File: config.mk
export PLATFORM = sky130hd
export DESIGN_NAME = dacseq_top
export DESIGN_NICKNAME = d
export VERILOG_FILES = /design/src/rtl/dacseq_pkg.sv /design/src/rtl/dacseq_rstsync.sv /design/src/rtl/dacseq_unlock.sv /design/src/rtl/dacseq_regs.sv /design/src/rtl/dacseq_decode.sv /design/src/rtl/dacseq_top.sv
export SDC_FILE = /design/constraint.sdc
export NUM_CORES = 1
export LEC_CHECK = 0
export BUFFER_PORTS_ARGS = -buffer_cell sky130_fd_sc_hd__buf_4
export CAP_MARGIN = 20
export CORE_MARGIN = 2
export CORE_UTILIZATION = 35
export DETAILED_ROUTE_END_ITERATION = 6
export MAX_ROUTING_LAYER = met4
export PLACE_DENSITY = 0.57
export SLEW_MARGIN = 20
export SYNTH_ARGS = -nofsm -noshare
export SYNTH_HDL_FRONTEND = slang
export SYNTH_SLANG_ARGS = --single-unit
File: constraint.sdc
create_clock -name clk -period 1.2 [get_ports clk]
set_clock_uncertainty 0.15 [all_clocks]
set_input_delay 0.12 -clock clk [delete_from_list [all_inputs] [get_ports clk]]
set_output_delay 0.12 -clock clk [all_outputs]
set_load 0.005 [all_outputs]
File: src/rtl/dacseq_pkg.sv
package dacseq_pkg;
  localparam int NMODES   = 4;
  localparam int M_STD    = 0;
  localparam int M_RGB15  = 1;
  localparam int M_RGB16  = 2;
  localparam int M_RGB24  = 3;
  localparam logic [2:0] SEL_RGB15 = 3'b101;
  localparam logic [2:0] SEL_RGB16 = 3'b111;
  localparam logic [2:0] SEL_RGB24 = 3'b011;
endpackage

File: src/rtl/dacseq_rstsync.sv
module dacseq_rstsync (
  input  logic clk,
  input  logic rst_n,
  output logic rst_sync_n
);
  logic [1:0] sr_q;
  always_ff @(posedge clk or negedge rst_n) begin
    if (!rst_n) sr_q <= 2'b00;
    else        sr_q <= {sr_q[0], 1'b1};
  end
  assign rst_sync_n = sr_q[1];
endmodule

File: src/rtl/dacseq_unlock.sv
module dacseq_unlock #(
  parameter int AW         = 4,
  parameter int MASK_OFF   = 6,
  parameter int IDX_OFF    = 8,
  parameter int UNLOCK_CNT = 4,
  localparam int CW        = $clog2(UNLOCK_CNT + 1)
) (
  input  logic          clk,
  input  logic          rst_n,
  input  logic [AW-1:0] off,
  input  logic          rd,
  input  logic          wr,
  output logic          unlocked
);
  logic [CW-1:0] cnt_q, cnt_nx;
  logic          cnt_en;
  logic          hit_idx, hit_mask, rd_only;

  assign hit_idx  = (off == AW'(IDX_OFF));
  assign hit_mask = (off == AW'(MASK_OFF));
  assign rd_only  = rd & ~wr;
  assign unlocked = (cnt_q == CW'(UNLOCK_CNT));

  always_comb begin
    cnt_en = 1'b0;
    cnt_nx = cnt_q;
    if ((rd | wr) && hit_idx) begin
      cnt_en = 1'b1;
      cnt_nx = '0;
    end else if (rd_only && hit_mask && !unlocked) begin
      cnt_en = 1'b1;
      cnt_nx = cnt_q + CW'(1);
    end
  end

  always_ff @(posedge clk or negedge rst_n) begin
    if (!rst_n)      cnt_q <= '0;
    else if (cnt_en) cnt_q <= cnt_nx;
  end

  p_cnt_bound_r1: assert property (@(posedge clk) disable iff (!rst_n)
    cnt_q <= CW'(UNLOCK_CNT));
  p_idx_clear_r5: assert property (@(posedge clk) disable iff (!rst_n)
    ((rd | wr) && hit_idx) |=> (cnt_q == '0));
  p_unlock_hold_r2: assert property (@(posedge clk) disable iff (!rst_n)
    (unlocked && rd_only && hit_mask) |=> unlocked);
  p_wr_keeps_cnt_r6: assert property (@(posedge clk) disable iff (!rst_n)
    (wr && hit_mask) |=> $stable(cnt_q));
endmodule

File: src/rtl/dacseq_regs.sv
module dacseq_regs #(
  parameter int          AW       = 4,
  parameter int          DW       = 8,
  parameter int          MASK_OFF = 6,
  parameter logic [DW-1:0] CMD_DEFAULT = 8'h80,
  parameter logic [DW-1:0] MASK_RST    = 8'hFF
) (
  input  logic          clk,
  input  logic          rst_n,
  input  logic [AW-1:0] off,
  input  logic          rd,
  input  logic          wr,
  input  logic [DW-1:0] wdata,
  input  logic          unlocked,
  output logic [DW-1:0] rdata,
  output logic [DW-1:0] cmd
);
  logic [DW-1:0] mask_q, mask_nx, cmd_q, cmd_nx, rd_q, rd_nx;
  logic          mask_en, cmd_en, rd_en;
  logic          hit_mask, rd_only, cmd_zero;

  assign hit_mask = (off == AW'(MASK_OFF));
  assign rd_only  = rd & ~wr;
  assign cmd_zero = (cmd_q == '0);

  always_comb begin
    mask_en = wr && hit_mask && !unlocked;
    mask_nx = wdata;
    cmd_en  = 1'b0;
    cmd_nx  = cmd_q;
    if (wr && hit_mask && unlocked) begin
      cmd_en = 1'b1;
      cmd_nx = wdata;
    end else if (rd_only && hit_mask && unlocked && cmd_zero) begin
      cmd_en = 1'b1;
      cmd_nx = CMD_DEFAULT;
    end
    rd_en = rd_only;
    if (!hit_mask)     rd_nx = '0;
    else if (!unlocked) rd_nx = mask_q;
    else if (cmd_zero)  rd_nx = CMD_DEFAULT;
    else                rd_nx = cmd_q;
  end

  always_ff @(posedge clk or negedge rst_n) begin
    if (!rst_n) begin
      mask_q <= MASK_RST;
      cmd_q  <= '0;
      rd_q   <= '0;
    end else begin
      if (mask_en) mask_q <= mask_nx;
      if (cmd_en)  cmd_q  <= cmd_nx;
      if (rd_en)   rd_q   <= rd_nx;
    end
  end

  assign rdata = rd_q;
  assign cmd   = cmd_q;

  p_default_fill_r3: assert property (@(posedge clk) disable iff (!rst_n)
    (rd_only && hit_mask && unlocked && cmd_zero) |=> (cmd_q == CMD_DEFAULT && rd_q == CMD_DEFAULT));
  p_mask_kept_r4: assert property (@(posedge clk) disable iff (!rst_n)
    (wr && hit_mask && unlocked) |=> $stable(mask_q));
  p_rdata_hold_r10: assert property (@(posedge clk) disable iff (!rst_n)
    !rd_only |=> $stable(rd_q));
endmodule

File: src/rtl/dacseq_decode.sv
module dacseq_decode
  import dacseq_pkg::*;
#(
  parameter int DW = 8
) (
  input  logic              clk,
  input  logic              rst_n,
  input  logic [DW-1:0]     cmd,
  output logic [NMODES-1:0] mode_oh,
  output logic [1:0]        clk_div,
  output logic              scale23
);
  logic [2:0]        sel;
  logic [NMODES-1:0] mode_q, mode_nx;
  logic [1:0]        div_q, div_nx;
  logic              sc_q, sc_nx;

  assign sel = cmd[DW-1 -: 3];

  always_comb begin
    mode_nx = '0;
    div_nx  = 2'd1;
    sc_nx   = 1'b0;
    case (sel)
      SEL_RGB15: begin mode_nx[M_RGB15] = 1'b1; div_nx = 2'd2; end
      SEL_RGB16: begin mode_nx[M_RGB16] = 1'b1; div_nx = 2'd2; end
      SEL_RGB24: begin mode_nx[M_RGB24] = 1'b1; div_nx = 2'd3; sc_nx = 1'b1; end
      default:   mode_nx[M_STD] = 1'b1;
    endcase
  end

  always_ff @(posedge clk or negedge rst_n) begin
    if (!rst_n) begin
      mode_q <= NMODES'(1) << M_STD;
      div_q  <= 2'd1;
      sc_q   <= 1'b0;
    end else begin
      mode_q <= mode_nx;
      div_q  <= div_nx;
      sc_q   <= sc_nx;
    end
  end

  assign mode_oh = mode_q;
  assign clk_div = div_q;
  assign scale23 = sc_q;

  p_onehot_r9: assert property (@(posedge clk) disable iff (!rst_n)
    $countones(mode_q) == 1);
  p_rgb15_r7: assert property (@(posedge clk) disable iff (!rst_n)
    (sel == SEL_RGB15) |=> (mode_q[M_RGB15] && div_q == 2'd2));
  p_rgb24_r8: assert property (@(posedge clk) disable iff (!rst_n)
    (sel == SEL_RGB24) |=> (mode_q[M_RGB24] && div_q == 2'd3 && sc_q));
endmodule

File: src/rtl/dacseq_top.sv
module dacseq_top
  import dacseq_pkg::*;
#(
  parameter int AW         = 4,
  parameter int DW         = 8,
  parameter int MASK_OFF   = 6,
  parameter int IDX_OFF    = 8,
  parameter int UNLOCK_CNT = 4
) (
  input  logic              clk,
  input  logic              rst_n,
  input  logic [AW-1:0]     bus_off,
  input  logic              bus_rd,
  input  logic              bus_wr,
  input  logic [DW-1:0]     bus_wdata,
  output logic [DW-1:0]     bus_rdata,
  output logic [NMODES-1:0] mode_oh,
  output logic [1:0]        clk_div,
  output logic              clk_scale23
);
  logic          rst_i_n;
  logic          unlocked;
  logic [DW-1:0] cmd;

  dacseq_rstsync u_rst (.clk(clk), .rst_n(rst_n), .rst_sync_n(rst_i_n));

  dacseq_unlock #(.AW(AW), .MASK_OFF(MASK_OFF), .IDX_OFF(IDX_OFF),
                  .UNLOCK_CNT(UNLOCK_CNT)) u_unlock (
    .clk(clk), .rst_n(rst_i_n), .off(bus_off), .rd(bus_rd), .wr(bus_wr),
    .unlocked(unlocked));

  dacseq_regs #(.AW(AW), .DW(DW), .MASK_OFF(MASK_OFF)) u_regs (
    .clk(clk), .rst_n(rst_i_n), .off(bus_off), .rd(bus_rd), .wr(bus_wr),
    .wdata(bus_wdata), .unlocked(unlocked), .rdata(bus_rdata), .cmd(cmd));

  dacseq_decode #(.DW(DW)) u_dec (
    .clk(clk), .rst_n(rst_i_n), .cmd(cmd), .mode_oh(mode_oh),
    .clk_div(clk_div), .scale23(clk_scale23));
endmodule

; After elaboration in Yosys (flattened, before gate mapping)
; Cells that the tools add are included.
[classes]
add_sub_neg = 1
eq_ne = 6
n_mux = 16
bitwise_logic = 3
n_reduce_logical = 16
[op_table]
columns = op, n
row1 = 8-bit 2-to-1 mux, 5
row2 = 3-bit equality test (second input constant), 3
row3 = 1-bit logical AND, 8
row4 = 8-bit zero test, 1
row5 = 1-bit 2-to-1 mux, 8
row6 = 3-bit 2-to-1 mux, 2
row7 = 4-bit by 3-bit equality test with 1-bit output (second input constant), 1
row8 = 4-bit equality test (second input constant), 1
row9 = 2-bit one-hot mux with 2 select lines, 1
row10 = 2-bit AND reduction, 2
row11 = 2-bit nonzero test, 2
row12 = 3-bit by 1-bit adder with 3-bit output (second input constant), 1
row13 = 3-bit by 2-bit equality test with 1-bit output (second input constant), 1
row14 = 3-bit OR reduction, 1
row15 = 2-bit OR reduction, 1
row16 = 1-bit AND, 1
row17 = 1-bit zero test, 1
row18 = 1-bit inverter, 1
row19 = 1-bit bitwise OR, 1
[word_totals]
ff_bits = 36
input_bits = 16
output_inout_bits = 15
wordCells = 50

; Longest topological paths before layout
[depth]
depth_word = 8
mapped_depth = 6
ltp_nobuf = 5

; By module
; From an unflattened synthesis, not the netlist that was laid out.
[unflattened]
hier_cells = 119
area_unflattened_um2 = 1532.7
[by_module_without_submodules]
columns = module, instances, cells_each, area_per_inst_um2
row1 = dacseq_regs, 1, 78, 1052.3
row2 = dacseq_unlock, 1, 25, 226.5
row3 = dacseq_decode, 1, 13, 200.2
row4 = dacseq_rstsync, 1, 3, 53.8

; Worst setup path before layout
; OpenSTA, ideal clock, no wires.
[synth_path]
path_type = register -> register
startpoint = register u_unlock.cnt_q[0]
endpoint = register u_regs.cmd_q[0], in the netlist u_regs.cmd[0]
t_arrival_ns = 1.293
t_required_ns = 0.925
slack_ns = -0.368
path_stages_with_launch = 6
n_path_buf = 0
synth_period_minus_slack_ns = 1.568
path_cell_list = dfrtp_1 > inv_1 > ha_1 > nand3_1 > nor2_2 > mux2_2
[synth_via]
elab_chain_cells = 6
elab_cells_between_ends = 9
classes_between = eq/ne: 1 / mux: 3 / reduce/logical: 5
[synth_rtl]
columns = element, line
row1 = "start, declared", dacseq_unlock.sv:15  ; logic [CW-1:0] cnt_q, cnt_nx;
row2 = "start signal, assigned", dacseq_unlock.sv:38  ; else if (cnt_en) cnt_q <= cnt_nx;
row3 = 3-bit equality test *, dacseq_unlock.sv:22  ; assign unlocked = (cnt_q == CW'(UNLOCK_CNT));
row4 = 1-bit logical AND (2 in series), dacseq_regs.sv:34  ; end else if (rd_only && hit_mask && unlocked && cmd_zero) begin
row5 = 1-bit 2-to-1 mux, dacseq_regs.sv:34
row6 = 1-bit 2-to-1 mux, dacseq_regs.sv:31  ; if (wr && hit_mask && unlocked) begin
row7 = 2-bit AND reduction (no source line), n/a
row8 = "end signal, assigned", dacseq_regs.sv:52  ; if (cmd_en) cmd_q <= cmd_nx;
row9 = "end, declared", dacseq_regs.sv:18  ; logic [DW-1:0] mask_q, mask_nx, cmd_q, cmd_nx, rd_q, rd_nx;
; Every way passes the cells marked *; elsewhere a longest branch is shown, timed or not.
; A chain may end at the register's enable or synchronous reset.

; Worst setup path after layout
[layout_path]
startpoint = register u_unlock.cnt_q[1]
endpoint = register u_regs.cmd_q[0], in the netlist u_regs.cmd[0]
; The elaborated chain is that of the path after synthesis.

==> flow_metrics.py <==
metrics = {
    "outcome": {
        "status": "finished, violations left",
        "failed_checks": "setup timing",
    },
    "detailed_routing": {
        "drt_iter0_markers": 37,
        "drt-total-wl_microns": 3510,
        "vias": 1158,
        "postRouteAntennaNets": 0,
        "wl_per_cell_microns": 14.7,
        "via_per_inst": 4.87,
        "drcViolationCount": 0,
        "firstDrtPassIters": 4,
    },
    "floorplanning": {
        "ioPinCount": 31,
        "coreArea_sq_um": 4060,
        "initial_core_util": 0.370,
        "rows": 23,
        "die_h_microns": 69.5,
        "die_area_sq_um": 4830,
        "die_w_microns": 69.5,
    },
    "critical_path": {
        "rr_worst_depth": 6,
        "cp_max_fo": 7,
        "critPathLaunchType": "flop",
        "required_ns": 1.22,
        "worstPathArrival_ns": 1.55,
        "endpoint_kind": "flop",
        "path_class": "reg2reg",
    },
    "place": {
        "dp_hpwl_microns": 2430,
        "io_buffers": 30,
        "place_area_sq_um": 2040,
        "gp_congestion": 0.790,
        "place_ws_ns": -0.371,
    },
    "timing": {
        "tns_ns": -6.36,
        "final.period_utilization": 1.27,
        "clock.fmax_mhz": 654,
        "fin_ws_ns": -0.329,
        "finalSetupViolCount": 27,
        "rsz0062_at_grt": "true",
        "hold_viol": 0,
        "period_minus_slack_ns": 1.53,
        "finalMaxSlewViolations": 0,
    },
    "clock_network": {
        "clock_latency_ns": 0.29,
        "clock_sinks": 35,
        "htree_levels": 2,
        "cts_tree": "built",
        "clk_pin_slew_ns": 0.07,
        "clock_path_buffers": 2,
        "numCtsBuffers": 5,
        "clockRootBuffer": "clkbuf_8",
    },
    "global_route": {
        "grt_pass1_wl_microns": 5930,
        "grt_max_degree": 34,
        "grt_pass1_vias": 1241,
        "grt_overflow": 0,
        "grt_antenna_before_repair": 0,
        "grt_use_total": 0.162,
    },
    "final_layout": {
        "diodes": 0,
        "fin_nets": 205,
        "area_growth_pct": 58.0,
        "final_area_sq_um": 2370,
        "drive_gt1_frac": 0.559,
    },
    "synth": {
        "synth_area_leaders": "dfrtp_1 42%, dfstp_2 18%, mux2_2 11%, mux2i_1 4.7%, nand2_1 2.8%",
        "postSynthCellCount": 118,
        "ys_ff_latch": 35,
        "synth_top_area_share": 0.417,
        "synthArstFlopShare": 1.00,
        "synth_area_sq_um": 1500,
        "synth_fp_nets": 136,
        "yosysMostFrequentCell": "dfrtp_1",
        "yosysTopAreaCell": "dfrtp_1",
        "avgSynthCellArea_sq_um": 12.7,
        "netlist_top_cells_count": "25 x dfrtp_1, 15 x mux2_2, 11 x nand2_1, 10 x dfstp_2",
        "synth_cell_types": 31,
        "yosys_warnings": 0,
        "synth_top_flop_cell": "dfrtp_1",
        "yosysSeqAreaShare": 0.592,
        "synth_edf_count": 0,
    },
    "hold_path": {
        "hp-class": "in2reg",
        "holdPathStages": 3,
    },
    "power_and_ir_drop": {
        "p_per_area_nw_per_um2": 1350,
        "p_leak_nw": 1.11,
        "peakVddDrop_mv": 0.876,
    },
    "job": {
        "cap_violations": 0,
    },
}
-- sequential cells by signal (all words and copies together), names as in the netlist --
| register | count |
|---|---|
| u_regs.rdata | 8 |
| u_unlock.cnt_q | 3 |
| u_dec.mode_oh | 4 |
| u_dec.clk_div | 2 |
| u_regs.mask_q | 8 |
| u_rst.sr_q | 2 |
| u_regs.cmd | 8 |
-- cells by family after synthesis --
| kind of cell | synth area share |
|---|---|
| other | 0.00250 |
| flip-flops | 0.592 |
| multiplexers | 0.159 |
| adder cells (fa/ha/maj) | 0.0167 |
| AND/OR/NAND/NOR | 0.121 |
| AO/OA/AOI/OAI | 0.0825 |
| buffers and inverters | 0.0267 |
-- repair_timing --
item,4_1_cts,5_1_grt
gates cloned,0,0
hold endpoints to repair,17,0
buffers inserted,3,0
setup endpoints to repair,27,29
gates resized for setup,13,10
pin swaps,3,4
hold buffers,10,0
-- stage by stage --
| stage | total power, mW | utilization | hold slack (ns) | cells |
|---|---|---|---|---|
| after detailed placement | 2.21 | 0.503 | -0.247 | 217 |
| final | 3.20 | 0.585 | 0.0437 | 238 |
| after global placement | 2.19 | 0.503 | -0.248 | 217 |
| after global routing | 3.38 | 0.585 | 0.0405 | 238 |
| after floorplan | 1.92 | - | -0.326 | 118 |
| after CTS | 3.16 | 0.570 | 0.0287 | 238 |
-- layer usage --
| metal | GRT usage | up-vias | routed length [microns] |
|---|---|---|---|
| li1 | - | 559 | - |
| met1 | 0.197 | 574 | 1560 |
| met2 | 0.261 | 20 | 1780 |
| met3 | 0.0480 | 5 | 117 |
| met4 | 0.0523 | 0 | 56 |
| met5 | - | - | 0 |
-- critical path, stage by stage (launching register included) --
cell and delay [ns]:
dfrtp_1 0.40, inv_2 0.08, ha_4 0.16, nand3_4 0.08, nor2_4 0.11, buf_12 0.14, mux2_4 0.29
-- power by group --
group | total (mW) | leakage (nW) | switching, mW | internal (mW)
logic | 0.844 | 0.632 | 0.317 | 0.526
registers | 1.52 | 0.441 | 0.128 | 1.39
clock network | 0.837 | 0.0412 | 0.431 | 0.405
total | 3.20 | 1.11 | 0.876 | 2.33
-- layout make-up --
class	count	area, sq um
Sequential cell	35	888
Multi-Input combinational cell	75	757
Inverter	4	15.0
Fill cell	332	1690
Timing Repair Buffer	66	564
Clock inverter	2	12.5
Clock buffer	6	72.6
Tap cell	50	62.6
-- final timing paths --
check / from / to / slack [ns]
min reg2reg: u_rst.sr_q[1] / u_dec.mode_oh[2] / 0.08
max: u_unlock.cnt_q[1] / u_regs.cmd[0] / -0.33
max in group asynchronous: rst_n / u_rst.sr_q[1] / 0.24
min: bus_rd / u_unlock.cnt_q[0] / 0.04
max reg2reg: u_unlock.cnt_q[1] / u_regs.cmd[0] / -0.33
min in group asynchronous: u_rst.sr_q[1] / u_dec.mode_oh[2] / 0.08
-- cells in the final DEF, fill, tap and decap left out, types with 3 or more instances in the layout --
cell and instances:
buf_6 3, nand2_1 10, nand4_1 4, a21oi_1 4
o21ai_1 7, clkbuf_8 5, dlygate4sd3_1 10, mux2i_1 5
buf_4 50, dfstp_2 10, mux2_4 15, dfrtp_1 25
Power figures use the tool's default switching activity.
